==> config.mk <==
export PLATFORM = sky130hd
export DESIGN_NAME = class_sel_alu
export DESIGN_NICKNAME = d
export VERILOG_FILES = /design/src/rtl/class_sel_alu.sv
export SDC_FILE = /design/constraint.sdc
export NUM_CORES = 1
export LEC_CHECK = 0
export ABC_AREA = 0
export BUFFER_PORTS_ARGS = -buffer_cell sky130_fd_sc_hd__buf_2
export CAP_MARGIN = 20
export CELL_PAD_IN_SITES_DETAIL_PLACEMENT = 1
export CELL_PAD_IN_SITES_GLOBAL_PLACEMENT = 2
export CORE_UTILIZATION = 32
export DETAILED_ROUTE_END_ITERATION = 6
export GPL_TIMING_DRIVEN = 0
export MAX_ROUTING_LAYER = met4
export PLACE_DENSITY_LB_ADDON = 0.1
export SLEW_MARGIN = 20
export SYNTH_ARGS = -nofsm -noshare
export SYNTH_HDL_FRONTEND = slang
export SYNTH_SLANG_ARGS = --single-unit
==> constraint.sdc <==
create_clock -name vclk -period 5.5
set_clock_uncertainty 0.2 [all_clocks]
set_input_delay 0.55 -clock vclk [all_inputs]
set_output_delay 0.55 -clock vclk [all_outputs]
set_load 0.1 [all_outputs]
==> src/rtl/class_sel_alu.sv <==
module class_sel_alu #(
  parameter int WIDTH = 32,
  parameter int IMM_W = 16
) (
  input  logic [WIDTH-1:0] opa,
  input  logic [WIDTH-1:0] opb,
  input  logic [1:0]       fclass,
  input  logic             sub_sel,
  input  logic [1:0]       lfn,
  output logic [WIDTH-1:0] result,
  output logic             zero
);
  localparam int LO_W = WIDTH - IMM_W;
  localparam int MSB  = WIDTH - 1;

  logic [WIDTH-1:0] b_eff, sum, lui_out, slt_out, logic_out;
  logic             ovf, less;

  // shared adder: subtraction as A + ~B + 1
  assign b_eff = sub_sel ? ~opb : opb;
  assign sum   = opa + b_eff + {{(WIDTH-1){1'b0}}, sub_sel};

  // signed overflow of the adder, used to correct the sign for comparison
  assign ovf  = (opa[MSB] == b_eff[MSB]) && (sum[MSB] != opa[MSB]);
  assign less = sum[MSB] ^ ovf;

  assign lui_out = {opb[IMM_W-1:0], {LO_W{1'b0}}};
  assign slt_out = {{(WIDTH-1){1'b0}}, less};

  always_comb begin
    case (lfn)
      2'b00:   logic_out = opa & opb;
      2'b01:   logic_out = opa | opb;
      2'b10:   logic_out = opa ^ opb;
      default: logic_out = ~(opa | opb);
    endcase
  end

  always_comb begin
    case (fclass)
      2'b00:   result = lui_out;
      2'b01:   result = slt_out;
      2'b10:   result = sum;
      default: result = logic_out;
    endcase
  end

  assign zero = ~|result;
endmodule

==> results_dict.tcl <==
set metrics [dict create \
    status "complete, no violations" \
    max-cap-violations 0 \
    post-synth-top-area-cell "ha_1" \
    nClkBuffers 0 \
    drtAntennaViolNets 0 \
    drive_gt1_share_pct 17.3 \
    wire_per_inst_um 21.8 \
    grt_max_degree 11 \
    worst_pin_slew_ns 0.869 \
    first_pass_iters 5 \
    postLayoutCellArea_um2 6010 \
    power.density_nw_per_um2 168 \
    syn-cell-area_um2 5140 \
    rows 45 \
    gr-total-overflow 0 \
    via_count 6244 \
    ios 102 \
    final_nets 1031 \
    fin_crit_sh_pct 94.7 \
    synth-seq-area-share_pct 0 \
    min_period_ns 5.21 \
    grt_pass1_wl_mm 35.5 \
    portBuffers 99 \
    ff_latch_area_um2 0 \
    vias_per_cell 5.83 \
    endpoint_kind "primary output" \
    die_area_um2 16600 \
    syn_nets 929 \
    antenna_found_initial 0 \
    drt_iter0_drc 271 \
    dp_hpwl_mm 19.7 \
    syn_avg_cell_area_um2 6.76 \
    max_stage_delay_ns 0.50 \
    setup_viol 0 \
    first_global_vias 6210 \
    crit_chain "clkbuf_4 -> buf_8 -> xor2_1 -> ha_1 -> a21oi_1 -> o21a_1 -> nor3_1 -> nor4b_1 -> or4b_1 -> a2111oi_2 -> nand4_1 -> nor4_2 -> nand4b_1 -> nor4_2 -> buf_6" \
    crit_type "in2out" \
    dpl_cell_area_um2 5950 \
    synth_top_cells_by_area "ha_1 24%, xor2_1 6.5%, inv_1 6.4%, o21ai_0 5.8%, a21oi_1 5.2%" \
    synth.most_common_cell "ha_1" \
    hold_viol 0 \
    rsz0062_at_grt "no" \
    synthDistinctLibCells 70 \
    fmax_mhz 192 \
    ir_drop_mv 0.0963 \
    start_kind "input port" \
    synth_cells 760 \
    synth_top_cell_area_share_pct 24.1 \
    p_leak_nw 2.98 \
    crit_start "sub_sel" \
    gp_congestion 0.899 \
    tns_ns 0 \
    fp.dieW_um 129 \
    diodes 0 \
    critical_path.max_fanout 10 \
    critPathArrivalTime_ns 4.46 \
    dieHeight_um 129 \
    maxSlewViolCount 0 \
    start_util_pct 33.3 \
    routed_wl_mm 23.3 \
    yosys_warnings 0 \
    crit_path_top_delay_cell "or4b_1" \
    n_sequential_cell 0 \
    slew_headroom_pct 42.1 \
    synth_common_cells "99 x ha_1, 88 x inv_1, 61 x nand2_1, 60 x o21ai_0, 53 x a21oi_1" \
    area_delta_synth_final_pct 17.0 \
    post-route-drc-count 0 \
    cp-endpoint "zero" \
    core_area_um2 15400 \
    crit_required_ns 4.75 \
    gr-usage-all-layers_pct 28.8 \
    hp-class "in2out" \
    path_common_cell "nor4_2" \
]
-- layout by cell type (no fill, tap or decap), types with 5 or more instances in the layout --
master     instances
a21o_1            10
nor3_1             9
o21ai_0           53
inv_1             88
xnor2_1            5
nand2b_1          16
a32oi_1            5
o31ai_1            7
o21ai_1            9
and2_1             8
mux2_2             6
nand3_1           16
a22oi_1            6
and3_1             8
o21a_1             6
nor2b_1           14
ha_1              99
a211oi_1          19
clkbuf_1          20
o211ai_1          13
a21oi_2            5
xor2_1            38
nand4_1           14
nor2_1            47
o2111ai_1          5
nand2_1           61
a31oi_1            6
a21oi_1           48
mux2i_1           17
buf_2            107
-- power breakdown --
group	total (mW)	internal [mW]	switching, mW
logic	1.01	0.277	0.731
registers	0	0	0
clock network	0	0	0
total	1.01	0.277	0.731
-- final cells by class --
class | count | area [µm²]
Timing Repair Buffer | 102 | 524
Multi-Input combinational cell | 631 | 4690
Buffer | 39 | 200
Fill cell | 2063 | 9410
Tap cell | 211 | 264
Inverter | 88 | 330
-- logic make-up (layout without fill, tap and decap cells) --
kind of cell    Yosys count  in the layout  synth area share [%]
fa+ha+maj               100            100                  24.5
mux                      25             25                  5.36
buf+inv                 129            229                  9.93
simple gates            216            216                  20.9
xor+xnor                 43             43                  7.33
compound gates          247            247                  32.0
-- worst min-delay path by stage --
stage | start | endpoint | slack (ns) | cells past startpoint
finish | opb[8] | zero | 1.53 | 5
global route | fclass[1] | result[3] | 1.55 | 3
CTS | opb[8] | zero | 1.53 | 5
detailed placement | fclass[1] | result[3] | 1.53 | 3
global placement | fclass[1] | result[3] | 1.53 | 3
floorplan | opb[4] | zero | 1.27 | 3
-- repair_timing --
item / in CTS / in global routing
gates resized for setup: 4 / 10
pin swaps: 0 / 4
hold buffers: 0 / 0
endpoints found under the setup margin: 1 / 1
buffers inserted: 0 / 3
-- per-layer routing --
| layer | track usage, % | vias to the layer above | share of wire, % | routed length (µm) |
|---|---|---|---|---|
| met4 | 6.92 | 0 | 2.7 | 625 |
| li1 | - | 2946 | - | - |
| met2 | 45.9 | 183 | 44 | 10400 |
| met1 | 39.5 | 3088 | 48 | 11100 |
| met5 | - | - | 0 | 0 |
| met3 | 1.79 | 27 | 5.2 | 1210 |
-- critical path, delay by kind of cell --
family	cells	cell delay [ns]
compound gates	3	1.02
xor+xnor	1	0.17
fa+ha+maj	1	0.39
buf+inv	3	0.60
simple gates	7	1.72
-- metrics by stage --
step / total power, mW / utilization [%] / std cells / hold slack [ns] / setup WS, ns
2_1_floorplan: 0.722 / - / 760 / 1.27 / -0.946
6_report: 1.01 / 39.0 / 1071 / 1.53 / 0.290
5_1_grt: 1.08 / 39.0 / 1071 / 1.55 / 0.101
3_5_place_dp: 0.986 / 38.6 / 1070 / 1.53 / -0.313
4_1_cts: 0.991 / 38.6 / 1070 / 1.53 / 0.0127
3_3_place_gp: 0.964 / 38.6 / 1070 / 1.53 / -0.222
Power figures use the tool's default switching activity.
